==> src/rtl/cfg_ser_pkg.sv <==
package cfg_ser_pkg;

  // Destination selected by the final bit of a frame
  typedef enum logic {
    SEL_REF = 1'b0,
    SEL_FB  = 1'b1
  } cfg_sel_e;

  localparam int NUM_DEST = 2;

endpackage

==> src/rtl/cfg_sync.sv <==
module cfg_sync #(
  parameter int W      = 3,
  parameter int STAGES = 2
) (
  input  logic         clk,
  input  logic         rst,
  input  logic [W-1:0] d_in,
  output logic [W-1:0] d_out
);

  logic [W-1:0] stg [STAGES];

  generate
    for (genvar g = 0; g < STAGES; g++) begin : g_stage
      if (g == 0) begin : g_first
        always_ff @(posedge clk) begin
          if (rst) stg[g] <= '0;
          else     stg[g] <= d_in;
        end
      end else begin : g_next
        always_ff @(posedge clk) begin
          if (rst) stg[g] <= '0;
          else     stg[g] <= stg[g-1];
        end
      end
    end
  endgenerate

  assign d_out = stg[STAGES-1];

endmodule

==> src/rtl/cfg_shift.sv <==
module cfg_shift #(
  parameter int FRAME_W = 18
) (
  input  logic               clk,
  input  logic               rst,
  input  logic               sclk_lvl,
  input  logic               sdat_lvl,
  output logic [FRAME_W-1:0] frame
);

  logic sclk_prev;
  logic sclk_rise;

  assign sclk_rise = sclk_lvl & ~sclk_prev;

  always_ff @(posedge clk) begin
    if (rst) begin
      sclk_prev <= 1'b0;
      frame     <= '0;
    end else begin
      sclk_prev <= sclk_lvl;
      if (sclk_rise) frame <= {frame[FRAME_W-2:0], sdat_lvl};
    end
  end

  // without a serial clock rise the frame does not move
  a_r2_hold_between_edges: assert property (@(posedge clk) disable iff (rst)
    !sclk_rise |=> $stable(frame));

  // each rise moves the older bits up by one place
  a_r6_shift_up: assert property (@(posedge clk) disable iff (rst)
    sclk_rise |=> frame[FRAME_W-1:1] == $past(frame[FRAME_W-2:0]));

endmodule

==> src/rtl/cfg_latch.sv <==
module cfg_latch
  import cfg_ser_pkg::*;
#(
  parameter int FRAME_W = 18,
  localparam int DATA_W = FRAME_W - 1
) (
  input  logic               clk,
  input  logic               rst,
  input  logic               le_lvl,
  input  logic [FRAME_W-1:0] frame,
  output logic [DATA_W-1:0]  dest_q   [NUM_DEST],
  output logic [NUM_DEST-1:0] dest_upd
);

  logic     le_prev;
  logic     le_rise;
  cfg_sel_e sel;

  assign le_rise = le_lvl & ~le_prev;
  assign sel     = cfg_sel_e'(frame[0]);

  always_ff @(posedge clk) begin
    if (rst) le_prev <= 1'b0;
    else     le_prev <= le_lvl;
  end

  generate
    for (genvar d = 0; d < NUM_DEST; d++) begin : g_dest
      always_ff @(posedge clk) begin
        if (rst) begin
          dest_q[d]   <= '0;
          dest_upd[d] <= 1'b0;
        end else begin
          dest_upd[d] <= 1'b0;
          if (le_rise && (int'(sel) == d)) begin
            dest_q[d]   <= frame[FRAME_W-1:1];
            dest_upd[d] <= 1'b1;
          end
        end
      end

      // strobe never lasts two cycles
      a_r8_single_pulse: assert property (@(posedge clk) disable iff (rst)
        dest_upd[d] |=> !dest_upd[d]);

      // value changes only in a strobe cycle
      a_r5_hold_unless_loaded: assert property (@(posedge clk) disable iff (rst)
        !dest_upd[d] |-> $stable(dest_q[d]));
    end
  endgenerate

  // at most one destination updates at a time
  a_r8_one_dest: assert property (@(posedge clk) disable iff (rst)
    $onehot0(dest_upd));

  // the ref strobe follows a latch addressed to ref
  a_r4_ref_addressed: assert property (@(posedge clk) disable iff (rst)
    (le_rise && sel == SEL_REF) |=> dest_upd[0] && !dest_upd[1]);

endmodule

==> src/rtl/serial_cfg_port.sv <==
module serial_cfg_port
  import cfg_ser_pkg::*;
#(
  parameter int FRAME_W     = 18,
  parameter int SYNC_STAGES = 2,
  localparam int DATA_W     = FRAME_W - 1
) (
  input  logic              clk,
  input  logic              rst,
  input  logic              ser_clk,
  input  logic              ser_dat,
  input  logic              ser_le,
  output logic [DATA_W-1:0] ref_cfg,
  output logic [DATA_W-1:0] fb_cfg,
  output logic              ref_upd,
  output logic              fb_upd
);

  logic [2:0]          pins_sync;
  logic [FRAME_W-1:0]  frame;
  logic [DATA_W-1:0]   dest_q [NUM_DEST];
  logic [NUM_DEST-1:0] dest_upd;

  cfg_sync #(.W(3), .STAGES(SYNC_STAGES)) u_sync (
    .clk   (clk),
    .rst   (rst),
    .d_in  ({ser_le, ser_dat, ser_clk}),
    .d_out (pins_sync)
  );

  cfg_shift #(.FRAME_W(FRAME_W)) u_shift (
    .clk      (clk),
    .rst      (rst),
    .sclk_lvl (pins_sync[0]),
    .sdat_lvl (pins_sync[1]),
    .frame    (frame)
  );

  cfg_latch #(.FRAME_W(FRAME_W)) u_latch (
    .clk      (clk),
    .rst      (rst),
    .le_lvl   (pins_sync[2]),
    .frame    (frame),
    .dest_q   (dest_q),
    .dest_upd (dest_upd)
  );

  assign ref_cfg = dest_q[SEL_REF];
  assign fb_cfg  = dest_q[SEL_FB];
  assign ref_upd = dest_upd[SEL_REF];
  assign fb_upd  = dest_upd[SEL_FB];

  // the cycle after reset shows cleared outputs
  a_r1_reset_clear: assert property (@(posedge clk)
    $past(rst) |-> (ref_cfg == '0 && fb_cfg == '0 && !ref_upd && !fb_upd));

endmodule

==> config.mk <==
export PLATFORM = sky130hd
export DESIGN_NAME = serial_cfg_port
export DESIGN_NICKNAME = d
export VERILOG_FILES = /design/src/rtl/cfg_ser_pkg.sv /design/src/rtl/cfg_sync.sv /design/src/rtl/cfg_shift.sv /design/src/rtl/cfg_latch.sv /design/src/rtl/serial_cfg_port.sv
export SDC_FILE = /design/constraint.sdc
export NUM_CORES = 1
export LEC_CHECK = 0
export BUFFER_PORTS_ARGS = -buffer_cell sky130_fd_sc_hd__buf_4
export CORE_MARGIN = 2
export CORE_UTILIZATION = 40
export CTS_CLUSTER_DIAMETER = 40
export CTS_CLUSTER_SIZE = 12
export DETAILED_ROUTE_END_ITERATION = 8
export GPL_ROUTABILITY_DRIVEN = 0
export PLACE_DENSITY = 0.63
export SLEW_MARGIN = 10
export SYNTH_ARGS = -nofsm -noshare
export SYNTH_HDL_FRONTEND = slang
export SYNTH_SLANG_ARGS = --single-unit
==> constraint.sdc <==
create_clock -name clk -period 1.5 [get_ports clk]
set_clock_uncertainty 0.2 [all_clocks]
set_input_delay 0.075 -clock clk [delete_from_list [all_inputs] [get_ports clk]]
set_output_delay 0.075 -clock clk [all_outputs]
set_load 0.005 [all_outputs]
==> results of run 1 <==
[synth_stat cells]
master	n
nand2b_1	1
nor3b_4	1
nand3b_2	1
buf_6	3
nor4b_1	1
clkbuf_1	7
nand2_1	104
dfxtp_1	62
and3b_1	1
or3b_1	1
buf_2	5
buf_4	1
a21oi_1	52
buf_1	2
nor2b_1	9
nor4bb_1	1
[cells by family after synthesis]
family	synth area share
flops	0.585
simple gates	0.245
buf+inv	0.0472
compound gates	0.123
[path summary, 6_finish.rpt]
kind | from | to | slack, ns | cells after the start
hold reg to reg | u_sync.stg[1][1] | u_shift.frame[0] | 0.24 | 2
setup reg to reg | u_shift.frame[0] | u_latch.dest_q[21] | 0.09 | 4
setup / recovery | u_shift.frame[0] | u_latch.dest_q[21] | 0.09 | 4
hold / removal | u_sync.stg[1][1] | u_shift.frame[0] | 0.24 | 2
[sequential cells by signal, summed over array words and instances, names as in the netlist]
signal	count
u_latch.dest_q	34
u_latch.dest_upd	2
u_latch.le_prev	1
u_shift.frame	18
u_shift.sclk_prev	1
u_sync.stg	6
[power groups by stage]
stage | Sequential [mW] | Clock (mW) | Combinational (mW)
2_1_floorplan | 1.70 | 0 | 0.0584
3_3_place_gp | 1.70 | 0 | 0.0870
3_5_place_dp | 1.70 | 0 | 0.0873
4_1_cts | 1.66 | 1.50 | 0.104
5_1_grt | 1.66 | 1.58 | 0.113
6_report | 1.66 | 1.46 | 0.104
[stage by stage]
stage               utilization  cells  area [um^2]  setup WS, ns
floorplan                     -    252         2120        0.0148
global placement          0.495    355         2530         0.151
detailed placement        0.495    355         2530         0.135
CTS                       0.550    379         2810        0.0467
global route              0.550    379         2810        0.0126
finish                    0.550    379         2810        0.0885
[repair_timing]
action,CTS,global route
resized for setup,0,1
hold endpoints to repair,27,0
hold buffers,8,0
endpoints found under the setup margin,0,5
[area by class of cell]
cell class	count	area, um^2
timing repair buffer	59	503
multi-input combinational	172	779
fill	486	2300
clock buffer	12	155
tap	70	87.6
clock inverter	4	45.0
sequential	62	1240
[worst min-delay path, stage by stage (launching register included)]
cell	delay, ns
dfxtp_1	0.30
nand2_1	0.05
a21oi_1	0.05
[routing by layer]
metal	share of wire	vias to the layer above	GRT usage
met1	0.49	792	0.191
li1	-	912	-
met2	0.44	32	0.242
met5	0	-	0
met3	0.046	8	0.0424
met4	0.017	0	0.0982
==> tab_implementation.tex, run 1 <==
\begin{tabular}{lr}
\hline
Metric & Value \\
\hline
\multicolumn{2}{l}{\textbf{Outcome}} \\
\quad Result of the run & complete, no violations \\
\multicolumn{2}{l}{\textbf{Clocking}} \\
\quad Total setup buffers inserted after CTS & 0 \\
\quad Insertion delay to the later sink of the worst-skew pair & 0.33 ns \\
\quad Clock buffer count from CTS & 9 \\
\quad Root buf cell & clkbuf\_8 \\
\quad Clock tree from TritonCTS & yes \\
\quad CTS HTree Levels & 3 \\
\quad CTS clk-pin slew, worst paths & 0.07 ns \\
\quad Sinks on the clock net & 62 \\
\quad Max clock buf depth & 2 \\
\multicolumn{2}{l}{\textbf{Min path}} \\
\quad HP Class & flip-flop to flip-flop \\
\multicolumn{2}{l}{\textbf{Global route}} \\
\quad Initial antenna violation count & 0 \\
\quad Overflow left after global routing & 0 \\
\quad Number of global-route vias before repair & 1606 \\
\quad First-pass GRT wire length & 7250 um \\
\quad Maximum number of pins on one net before global-route repair & 36 \\
\quad All-Layer GR Usage & 0.156 \\
\multicolumn{2}{l}{\textbf{Drt}} \\
\quad Routed wirelength normalized by instance count & 11.3 um \\
\quad Detailed-route via count & 1744 \\
\quad Total Wirelength & 4270 um \\
\quad Post-detailed-route DRC marker count & 0 \\
\quad Detail Route Antenna Nets & 0 \\
\quad Iteration count of the initial detailed-routing pass & 4 \\
\quad Average vias per placed instance & 4.60 \\
\quad DR iter-0 viols & 129 \\
\multicolumn{2}{l}{\textbf{Die}} \\
\quad Effective utilization at floorplan & 0.415 \\
\quad Area of the die & 5900 um\^{}2 \\
\quad Die outline width & 76.8 um \\
\quad Placement row count & 26 \\
\quad Die span in y & 76.8 um \\
\quad Std-Cell Core Area & 5110 um\^{}2 \\
\quad \# IOs & 41 \\
\multicolumn{2}{l}{\textbf{Setup path}} \\
\quad Crit Path Category & flip-flop to flip-flop \\
\quad Launching element type of the critical path & flip-flop \\
\quad Kind of capture point of the worst setup path & flip-flop \\
\quad CP Cell Sequence & or3b\_1 > buf\_4 > nand2\_1 > a21oi\_1 \\
\quad Delay-heaviest family, CP & simple AND/OR/NAND/NOR gates \\
\quad Buffers \& Inverters on Critical Path & 1 \\
\quad Maximum fanout along the worst path & 17 \\
\quad Arrival time of the worst setup path & 1.39 ns \\
\quad CP max-delay cell & or3b\_1 \\
\quad WP data required & 1.48 ns \\
\quad Slowest Stage Delay on Critical Path & 0.37 ns \\
\multicolumn{2}{l}{\textbf{Power and ir drop}} \\
\quad Pwr/cell area & 1150 nW/um\^{}2 \\
\quad Static Leak & 1.07 nW \\
\quad Power spent charging and discharging nets & 0.675 mW \\
\quad Sequential cell fraction of total power & 0.515 \\
\quad Worst IR drop on VDD & 0.625 mV \\
\quad Clock power share & 0.453 \\
\quad Switching part of the total power & 0.209 \\
\quad Fraction of power consumed by combinational cells & 0.032 \\
\quad Overall Power & 3.23 mW \\
\quad Internal power of the cells & 2.55 mW \\
\multicolumn{2}{l}{\textbf{Cells and area}} \\
\quad Synthesis-to-finish area growth & 32.6\% \\
\quad Share of layout cells above drive strength 1 & 0.220 \\
\quad Net count of the finished layout & 309 \\
\quad Total inserted antenna cells & 0 \\
\quad Highest-count cells in the layout ignoring fill and taps & nand2\_1 (104), dfxtp\_1 (62), a21oi\_1 (52) \\
\quad Commonest non-fill, non-tap cell in the layout & nand2\_1 \\
\multicolumn{2}{l}{\textbf{Synthesis}} \\
\quad Count of yosys warnings during synthesis & 0 \\
\quad Post-Syn Area per Cell & 8.42 um\^{}2 \\
\quad Number of nets produced by synthesis & 257 \\
\quad Count of mapped cells out of synthesis & 252 \\
\quad Part of the Yosys area used for sequential elements & 0.585 \\
\quad Area of the mapped netlist & 2120 um\^{}2 \\
\quad \#FFs+latches synth & 62 \\
\quad Share of Yosys cell area claimed by the top area cell type & 0.585 \\
\quad Post-synthesis cell type with the largest combined area & dfxtp\_1 \\
\quad Largest cells by area after synthesis & dfxtp\_1 (59\%), nand2\_1 (18\%), a21oi\_1 (12\%) \\
\quad Number of distinct standard cells referenced by the synthesized netlist & 16 \\
\multicolumn{2}{l}{\textbf{Timing}} \\
\quad Share of the cycle needed by the critical path after routing & 0.941 \\
\quad Slew @ Worst Pin & 0.841 ns \\
\quad Final setup violation count & 0 \\
\quad WHS & 0.236 ns \\
\quad Post-layout minimum cycle time & 1.41 ns \\
\quad Post-Route Setup TNS & 0 ns \\
\quad Count of pins over their slew limit & 0 \\
\quad RSZ-0062 raised after global routing & false \\
\quad Hold Vio Cnt, Final & 0 \\
\quad Worst-case headroom to the max-slew limit & 0.439 \\
\quad Fmax & 0.708 GHz \\
\multicolumn{2}{l}{\textbf{Placement}} \\
\quad Dpl hpwl & 2610 um \\
\quad Buffers added on ports & 40 \\
\multicolumn{2}{l}{\textbf{Flow run}} \\
\quad \# Max-Cap Violations & 0 \\
\hline
\end{tabular}
Note: power is estimated with default switching activity, not from simulation.
==> run 2: changes to the inputs <==
CORE_ASPECT_RATIO = 0.5   (was unset)
==> tab_implementation.tex, run 2 (synthesis gave the netlist of run 1 again) <==
\begin{tabular}{lr}
\hline
Metric & Value \\
\hline
\multicolumn{2}{l}{\textbf{Outcome}} \\
\quad Result of the run & finished, violations left \\
\quad Violations in the final reports & negative hold slack \\
\multicolumn{2}{l}{\textbf{Drt}} \\
\quad Detail Route met3 WL & 264 um (+34\%) \\
\quad Post-detailed-route DRC marker count & 0 (unchanged) \\
\quad Average vias per placed instance & 4.71 (+2.5\%) \\
\quad Top layer used by detailed routing & met4 \\
\quad Wire length the detailed router placed on met1 & 2120 um (+0.90\%) \\
\quad Routed wirelength normalized by instance count & 11.9 um (+5.7\%) \\
\quad DR iter-0 viols & 82 (-36\%) \\
\quad Total Wirelength & 4550 um (+6.6\%) \\
\quad Met2 Routed Length & 2130 um (+12\%) \\
\quad Iteration count of the initial detailed-routing pass & 4 (unchanged) \\
\quad Detailed-route via count & 1801 (+3.3\%) \\
\quad Detail Route Antenna Nets & 0 (unchanged) \\
\multicolumn{2}{l}{\textbf{Placement}} \\
\quad Dpl hpwl & 2860 um (+9.9\%) \\
\quad Placed Instances & 355 (unchanged) \\
\quad Buffers added on ports & 40 (unchanged) \\
\quad Post-placement worst setup slack & 0.0849 ns (-0.0504 ns) \\
\multicolumn{2}{l}{\textbf{Setup path}} \\
\quad Arrival time of the worst setup path & 1.42 ns (+0.03 ns) \\
\quad Slowest Stage Delay on Critical Path & 0.38 ns (about the same) \\
\quad CP max-delay cell & or3b\_1 \\
\quad Kind of capture point of the worst setup path & flip-flop \\
\quad Crit Path Category & flip-flop to flip-flop \\
\quad Delay-heaviest family, CP & simple AND/OR/NAND/NOR gates \\
\quad Buffers \& Inverters on Critical Path & 1 (unchanged) \\
\quad Launching element type of the critical path & flip-flop \\
\quad Maximum fanout along the worst path & 17 (unchanged) \\
\quad CP Cell Sequence & or3b\_1 > buf\_4 > nand2\_1 > a21oi\_1 \\
\quad WP data required & 1.51 ns (+0.03 ns) \\
\multicolumn{2}{l}{\textbf{Die}} \\
\quad Std-Cell Core Area & 5020 um\^{}2 (-1.7\%) \\
\quad Effective utilization at floorplan & 0.422 (+0.00703) \\
\quad Area of the die & 5940 um\^{}2 (+0.60\%) \\
\quad Placement row count & 18 (-31\%) \\
\quad Die span in y & 55.5 um (-28\%) \\
\quad \# IOs & 41 (unchanged) \\
\quad Die outline width & 107 um (+39\%) \\
\multicolumn{2}{l}{\textbf{Timing}} \\
\quad Post-layout minimum cycle time & 1.42 ns (+0.00461 ns) \\
\quad Slew @ Worst Pin & 0.408 ns (-0.433 ns) \\
\quad Hold Vio Cnt, Final & 20 (+20) \\
\quad WHS & -0.0582 ns (-0.294 ns) \\
\quad Count of pins over their slew limit & 0 (unchanged) \\
\quad Fmax & 0.706 GHz (-0.33\%) \\
\quad Post-Route Setup TNS & 0 ns (unchanged) \\
\quad Share of the cycle needed by the critical path after routing & 0.944 (+0.00307) \\
\quad RSZ-0062 raised after global routing & false \\
\quad Final setup violation count & 0 (unchanged) \\
\quad Worst-case headroom to the max-slew limit & 0.727 (+0.288) \\
\quad Min setup slack post-route & 0.0839 ns (-0.00461 ns) \\
\multicolumn{2}{l}{\textbf{Clocking}} \\
\quad Clock buffer count from CTS & 9 (unchanged) \\
\quad Root buf cell & clkbuf\_8 \\
\quad \# resized after CTS & 0 (unchanged) \\
\quad Insertion delay to the later sink of the worst-skew pair & 0.34 ns (about the same) \\
\quad CTS HTree Levels & 3 (unchanged) \\
\quad Clock tree from TritonCTS & yes \\
\quad Max clock buf depth & 2 (unchanged) \\
\quad CTS clk-pin slew, worst paths & 0.06 ns (about the same) \\
\quad Sinks on the clock net & 62 (unchanged) \\
\multicolumn{2}{l}{\textbf{Global route}} \\
\quad Initial antenna violation count & 0 (unchanged) \\
\quad First-pass GRT wire length & 7450 um (+2.8\%) \\
\quad All-Layer GR Usage & 0.164 (+0.00779) \\
\quad Overflow left after global routing & 0 (unchanged) \\
\quad Maximum number of pins on one net before global-route repair & 42 (+17\%) \\
\quad Number of global-route vias before repair & 1619 (+0.81\%) \\
\multicolumn{2}{l}{\textbf{Cells and area}} \\
\quad Number of flip-flops under the largest register name & 34 (unchanged) \\
\quad Commonest non-fill, non-tap cell in the layout & nand2\_1 \\
\quad Highest-count cells in the layout ignoring fill and taps & nand2\_1 (104), dfxtp\_1 (62), a21oi\_1 (52) \\
\quad Fill cell instance count of the final layout & 482 (-0.82\%) \\
\quad Synthesis-to-finish area growth & 33.9\% \\
\quad Largest reg by FF count & u\_latch.dest\_q \\
\quad Share of layout cells above drive strength 1 & 0.212 (-0.00853) \\
\quad Number of standard cells in the layout, taps in and fillers out & 382 (+0.79\%) \\
\quad Net count of the finished layout & 313 (+1.3\%) \\
\quad Total inserted antenna cells & 0 (unchanged) \\
\quad Registers with the most flip-flops & u\_latch.dest\_q (34), u\_shift.frame (18), u\_sync.stg (6) \\
\multicolumn{2}{l}{\textbf{Power and ir drop}} \\
\quad Pwr/cell area & 1160 nW/um\^{}2 (+1.2\%) \\
\quad Worst IR drop on VDD & 0.551 mV (-12\%) \\
\quad Static Leak & 1.08 nW (+0.36\%) \\
\multicolumn{2}{l}{\textbf{Flow run}} \\
\quad \# Max-Cap Violations & 0 (unchanged) \\
\multicolumn{2}{l}{\textbf{Min path}} \\
\quad HP Class & input pin to flip-flop \\
\hline
\end{tabular}
[run 2: final timing paths]
kind / cells after the start / end / slack [ns] / from
setup / recovery: 4 / u_latch.dest_q[29] / 0.08 / u_shift.frame[0]
hold / removal: 2 / u_shift.frame[0] / -0.06 / rst
setup reg to reg: 4 / u_latch.dest_q[29] / 0.08 / u_shift.frame[0]
hold reg to reg: 2 / u_shift.frame[0] / 0.24 / u_sync.stg[1][1]
[run 2: area by class of cell]
cell class	instances	area, um^2	area share
sequential	62	1240	0.437
multi-input combinational	172	779	0.274
clock inverter	4	72.6	0.0256
tap	70	87.6	0.0308
timing repair buffer	63	528	0.186
clock buffer	11	131	0.0463
[run 2: what timing repair did]
item / 4_1_cts / 5_1_grt
hold buffers: 11 / 1
setup buffers: 0 / 0
hold endpoints to repair: 35 / 9
[run 2: worst reg2reg max path, stage by stage, from the launching register on]
cell and delay (ns):
dfxtp_1 0.35, or3b_1 0.38, buf_4 0.21, nand2_1 0.09, a21oi_1 0.07
[run 2: power breakdown]
| group | leakage, nW | internal, mW | switching [mW] |
|---|---|---|---|
| Combinational | 0.477 | 0.0484 | 0.0592 |
| Sequential | 0.501 | 1.66 | 0.00488 |
| Clock | 0.0994 | 0.924 | 0.606 |
| Total | 1.08 | 2.63 | 0.670 |
[run 2: stage by stage]
step	total power, mW	instance area [um^2]	hold slack [ns]	utilization
2_1_floorplan	1.76	2120	0.00318	-
3_3_place_gp	1.78	2520	0.0837	0.501
3_5_place_dp	1.78	2520	0.0934	0.501
4_1_cts	3.33	2830	-0.0354	0.564
5_1_grt	3.42	2840	-0.0317	0.566
6_report	3.30	2840	-0.0582	0.566
[run 2: per-layer routing]
metal / up-vias / GRT usage
met3: 5 / 0.0874
met4: 0 / 0.0445
met5: - / 0
met2: 45 / 0.247
met1: 835 / 0.204
li1: 916 / -
==> run 3: changes to the inputs <==
ABC_AREA = 1   (was unset)
==> tab_implementation.tex, run 3 <==
\begin{tabular}{lr}
\hline
Metric & Value \\
\hline
\multicolumn{2}{l}{\textbf{Outcome}} \\
\quad Result of the run & complete, no violations \\
\multicolumn{2}{l}{\textbf{Setup path}} \\
\quad Arrival time of the worst setup path & 1.39 ns (-0.03 ns) \\
\quad Kind of capture point of the worst setup path & flip-flop \\
\quad Worst r2r path cells & 5 (+1) \\
\quad CP Cell Sequence & dlygate4sd3\_1 > buf\_4 > nor2\_1 > dlygate4sd3\_1 \\
\quad Cell repeated most along the worst path & dlygate4sd3\_1 \\
\quad Maximum fanout along the worst path & 11 (-6) \\
\quad Crit Path Category & input pin to flip-flop \\
\quad WP data required & 1.50 ns (about the same) \\
\quad Launching element type of the critical path & input pin \\
\quad Slowest Stage Delay on Critical Path & 0.55 ns (+0.17 ns) \\
\quad CP max-delay cell & dlygate4sd3\_1 \\
\multicolumn{2}{l}{\textbf{Timing}} \\
\quad Worst-case headroom to the max-slew limit & 0.724 (-0.00328) \\
\quad Count of pins over their slew limit & 0 (unchanged) \\
\quad Fmax & 0.720 GHz (+2.0\%) \\
\quad Hold Vio Cnt, Final & 0 (-100\%) \\
\quad Post-Route Setup TNS & 0 ns (unchanged) \\
\quad Share of the cycle needed by the critical path after routing & 0.926 (-0.0181) \\
\quad RSZ-0062 raised after global routing & false \\
\quad Post-layout minimum cycle time & 1.39 ns (-0.0272 ns) \\
\quad Final setup violation count & 0 (unchanged) \\
\quad Slew @ Worst Pin & 0.413 ns (+0.00481 ns) \\
\multicolumn{2}{l}{\textbf{Synthesis}} \\
\quad Post-synthesis simple-gate area fraction & 0.306 (+0.0613) \\
\quad Area of the mapped netlist & 2320 um\^{}2 (+9.3\%) \\
\quad Post-Syn Area per Cell & 7.11 um\^{}2 (-16\%) \\
\quad Count of yosys warnings during synthesis & 0 (unchanged) \\
\quad Number of distinct standard cells referenced by the synthesized netlist & 13 (-3) \\
\quad Combinational family with the most area after synthesis & simple AND/OR/NAND/NOR gates \\
\quad Count of mapped cells out of synthesis & 326 (+29\%) \\
\quad Part of the Yosys area used for sequential elements & 0.536 (-0.0496) \\
\quad \#FFs+latches synth & 62 (unchanged) \\
\quad Top-count cell post-synth & nor2\_1 \\
\quad Synth Area in Adders & 0 (unchanged) \\
\quad Share of Yosys cell area claimed by the top area cell type & 0.536 (-0.0496) \\
\quad Async SR Flop Fraction & 0 (unchanged) \\
\quad Number of nets produced by synthesis & 331 (+29\%) \\
\quad Compound-Gate Fraction of Synth Area & 0.0389 (-0.0838) \\
\quad Flip-flop cell with the highest count after synthesis & dfxtp\_1 \\
\quad Number of flops mapped to enable cells by yosys & 0 (unchanged) \\
\quad Largest cells by area after synthesis & dfxtp\_1 (54\%), nor2\_1 (18\%), nand2\_1 (11\%) \\
\quad Multiplexer share of the synthesized area & 0 (unchanged) \\
\quad Post-synthesis share of cell area spent on xor and xnor gates & 0 (unchanged) \\
\quad Ranking of synthesized cells by instance count & nor2\_1 (114), nand2\_1 (68), dfxtp\_1 (62) \\
\quad Post-synthesis cell type with the largest combined area & dfxtp\_1 \\
\multicolumn{2}{l}{\textbf{Clocking}} \\
\quad Insertion delay to the later sink of the worst-skew pair & 0.32 ns (-0.02 ns) \\
\quad Clock tree from TritonCTS & yes \\
\quad CTS HTree Levels & 3 (unchanged) \\
\quad Clock buffer count from CTS & 9 (unchanged) \\
\quad Max clock buf depth & 2 (unchanged) \\
\quad Root buf cell & clkbuf\_16 \\
\quad Sinks on the clock net & 62 (unchanged) \\
\quad CTS clk-pin slew, worst paths & 0.05 ns (about the same) \\
\quad Total setup buffers inserted after CTS & 0 (unchanged) \\
\multicolumn{2}{l}{\textbf{Cells and area}} \\
\quad Synthesis-to-finish area growth & 30.0\% \\
\quad Multi-input gate area & 800 um\^{}2 (+2.6\%) \\
\quad Number of flip-flops under the largest register name & 34 (unchanged) \\
\quad FF/Latch Area & 1240 um\^{}2 (unchanged) \\
\quad Commonest non-fill, non-tap cell in the layout & nor2\_1 \\
\quad Largest reg by FF count & u\_latch.dest\_q \\
\quad Registers with the most flip-flops & u\_latch.dest\_q (34), u\_shift.frame (18), u\_sync.stg (6) \\
\quad Net count of the finished layout & 379 (+21\%) \\
\quad Share of layout cells above drive strength 1 & 0.164 (-0.0471) \\
\quad Total inserted antenna cells & 0 (unchanged) \\
\quad Fill cell instance count of the final layout & 545 (+13\%) \\
\quad Highest-count cells in the layout ignoring fill and taps & nor2\_1 (114), nand2\_1 (68), dfxtp\_1 (62) \\
\multicolumn{2}{l}{\textbf{Drt}} \\
\quad Routed wirelength normalized by instance count & 10.1 um (-15\%) \\
\quad Detail Route Antenna Nets & 0 (unchanged) \\
\quad Average vias per placed instance & 4.28 (-9.3\%) \\
\quad Post-detailed-route DRC marker count & 0 (unchanged) \\
\quad Iteration count of the initial detailed-routing pass & 5 (+1) \\
\quad DR iter-0 viols & 53 (-35\%) \\
\quad Total Wirelength & 4540 um (-0.22\%) \\
\quad Detailed-route via count & 1925 (+6.9\%) \\
\multicolumn{2}{l}{\textbf{Power and ir drop}} \\
\quad Switching part of the total power & 0.210 (+0.00692) \\
\quad Internal power of the cells & 3.05 mW (+16\%) \\
\quad Worst IR drop on VDD & 0.538 mV (-2.3\%) \\
\quad Static Leak & 1.60 nW (+48\%) \\
\quad Overall Power & 3.87 mW (+17\%) \\
\quad Clock power share & 0.484 (+0.020) \\
\quad Pwr/cell area & 1280 nW/um\^{}2 (+11\%) \\
\quad Power spent charging and discharging nets & 0.813 mW (+21\%) \\
\quad Fraction of power consumed by combinational cells & 0.063 (+0.030) \\
\quad Sequential cell fraction of total power & 0.454 (-0.050) \\
\multicolumn{2}{l}{\textbf{Die}} \\
\quad Placement row count & 19 (+1) \\
\quad Effective utilization at floorplan & 0.418 (-0.00393) \\
\quad Die span in y & 57.8 um (+4.2\%) \\
\quad Std-Cell Core Area & 5540 um\^{}2 (+10\%) \\
\quad Area of the die & 6460 um\^{}2 (+8.7\%) \\
\quad Die outline width & 112 um (+4.4\%) \\
\quad \# IOs & 41 (unchanged) \\
\multicolumn{2}{l}{\textbf{Flow run}} \\
\quad \# Max-Cap Violations & 0 (unchanged) \\
\multicolumn{2}{l}{\textbf{Min path}} \\
\quad HP Class & flip-flop to flip-flop \\
\quad Cell depth of the worst hold path & 2 (unchanged) \\
\multicolumn{2}{l}{\textbf{Global route}} \\
\quad Initial antenna violation count & 0 (unchanged) \\
\quad Overflow left after global routing & 0 (unchanged) \\
\quad All-Layer GR Usage & 0.148 (-0.0161) \\
\quad Maximum number of pins on one net before global-route repair & 53 (+26\%) \\
\quad Number of global-route vias before repair & 1765 (+9.0\%) \\
\quad First-pass GRT wire length & 7640 um (+2.5\%) \\
\multicolumn{2}{l}{\textbf{Placement}} \\
\quad Dpl hpwl & 2880 um (+0.53\%) \\
\quad Buffers added on ports & 40 (unchanged) \\
\hline
\end{tabular}
==> run 3: critical path, delay by kind of cell <==
family,cells,cell delay [ns]
buffers and inverters,3,1.26
AND/OR/NAND/NOR,1,0.06
==> run 3: through the flow <==
step | hold WS (ns) | util | instance area [um^2] | setup slack (ns) | instances
after global routing | 0.211 | 0.544 | 3010 | 0.0390 | 450
final | 0.197 | 0.544 | 3010 | 0.111 | 450
after global placement | 0.0754 | 0.481 | 2660 | 0.161 | 429
after floorplan | -0.0180 | - | 2320 | 0.356 | 326
after detailed placement | 0.0860 | 0.481 | 2660 | 0.101 | 429
after CTS | 0.199 | 0.543 | 3010 | 0.0751 | 450
==> run 3: final cells by class <==
type / count / share of cell area
clock buffer: 13 / 0.0897
clock inverter: 1 / 0.00166
inverter: 47 / 0.0594
multi-input combinational: 203 / 0.265
sequential: 62 / 0.412
tap: 73 / 0.0303
timing repair buffer: 51 / 0.141
==> run 3: cell families after synthesis <==
family / count (synthesis)
AO/OA/AOI/OAI: 18
buffers and inverters: 61
flip-flops: 62
AND/OR/NAND/NOR: 185
==> run 3: path summary, 6_finish.rpt <==
path | startpoint | to | slack, ns
setup / recovery | rst | u_sync.stg[0][2] | 0.11
hold / removal | u_sync.stg[0][0] | u_sync.stg[1][0] | 0.20
setup reg to reg | u_shift.sclk_prev | u_shift.frame[3] | 0.17
hold reg to reg | u_sync.stg[0][0] | u_sync.stg[1][0] | 0.20
==> run 3: layer usage <==
layer,vias to the layer above,track usage,wire length (um),share of wire
met5,-,0,0,0
met4,0,0.0635,55,0.012
met3,5,0.0471,148,0.033
met2,24,0.265,2210,0.49
met1,858,0.166,2130,0.47
li1,1038,-,-,-
==> run 3: repair_timing <==
action / in CTS / in global routing
endpoints found under the setup margin: 0 / 17
hold buffers: 7 / 0
resized for setup: 0 / 2
endpoints found under the hold margin: 10 / 0
==> run 3: power by group through the flow <==
stage | registers (mW) | clock network [mW] | logic [mW]
after global routing | 1.76 | 1.99 | 0.279
final | 1.76 | 1.87 | 0.242
after detailed placement | 1.79 | 0 | 0.230
after floorplan | 1.78 | 0 | 0.147
after CTS | 1.75 | 1.91 | 0.245
after global placement | 1.79 | 0 | 0.223
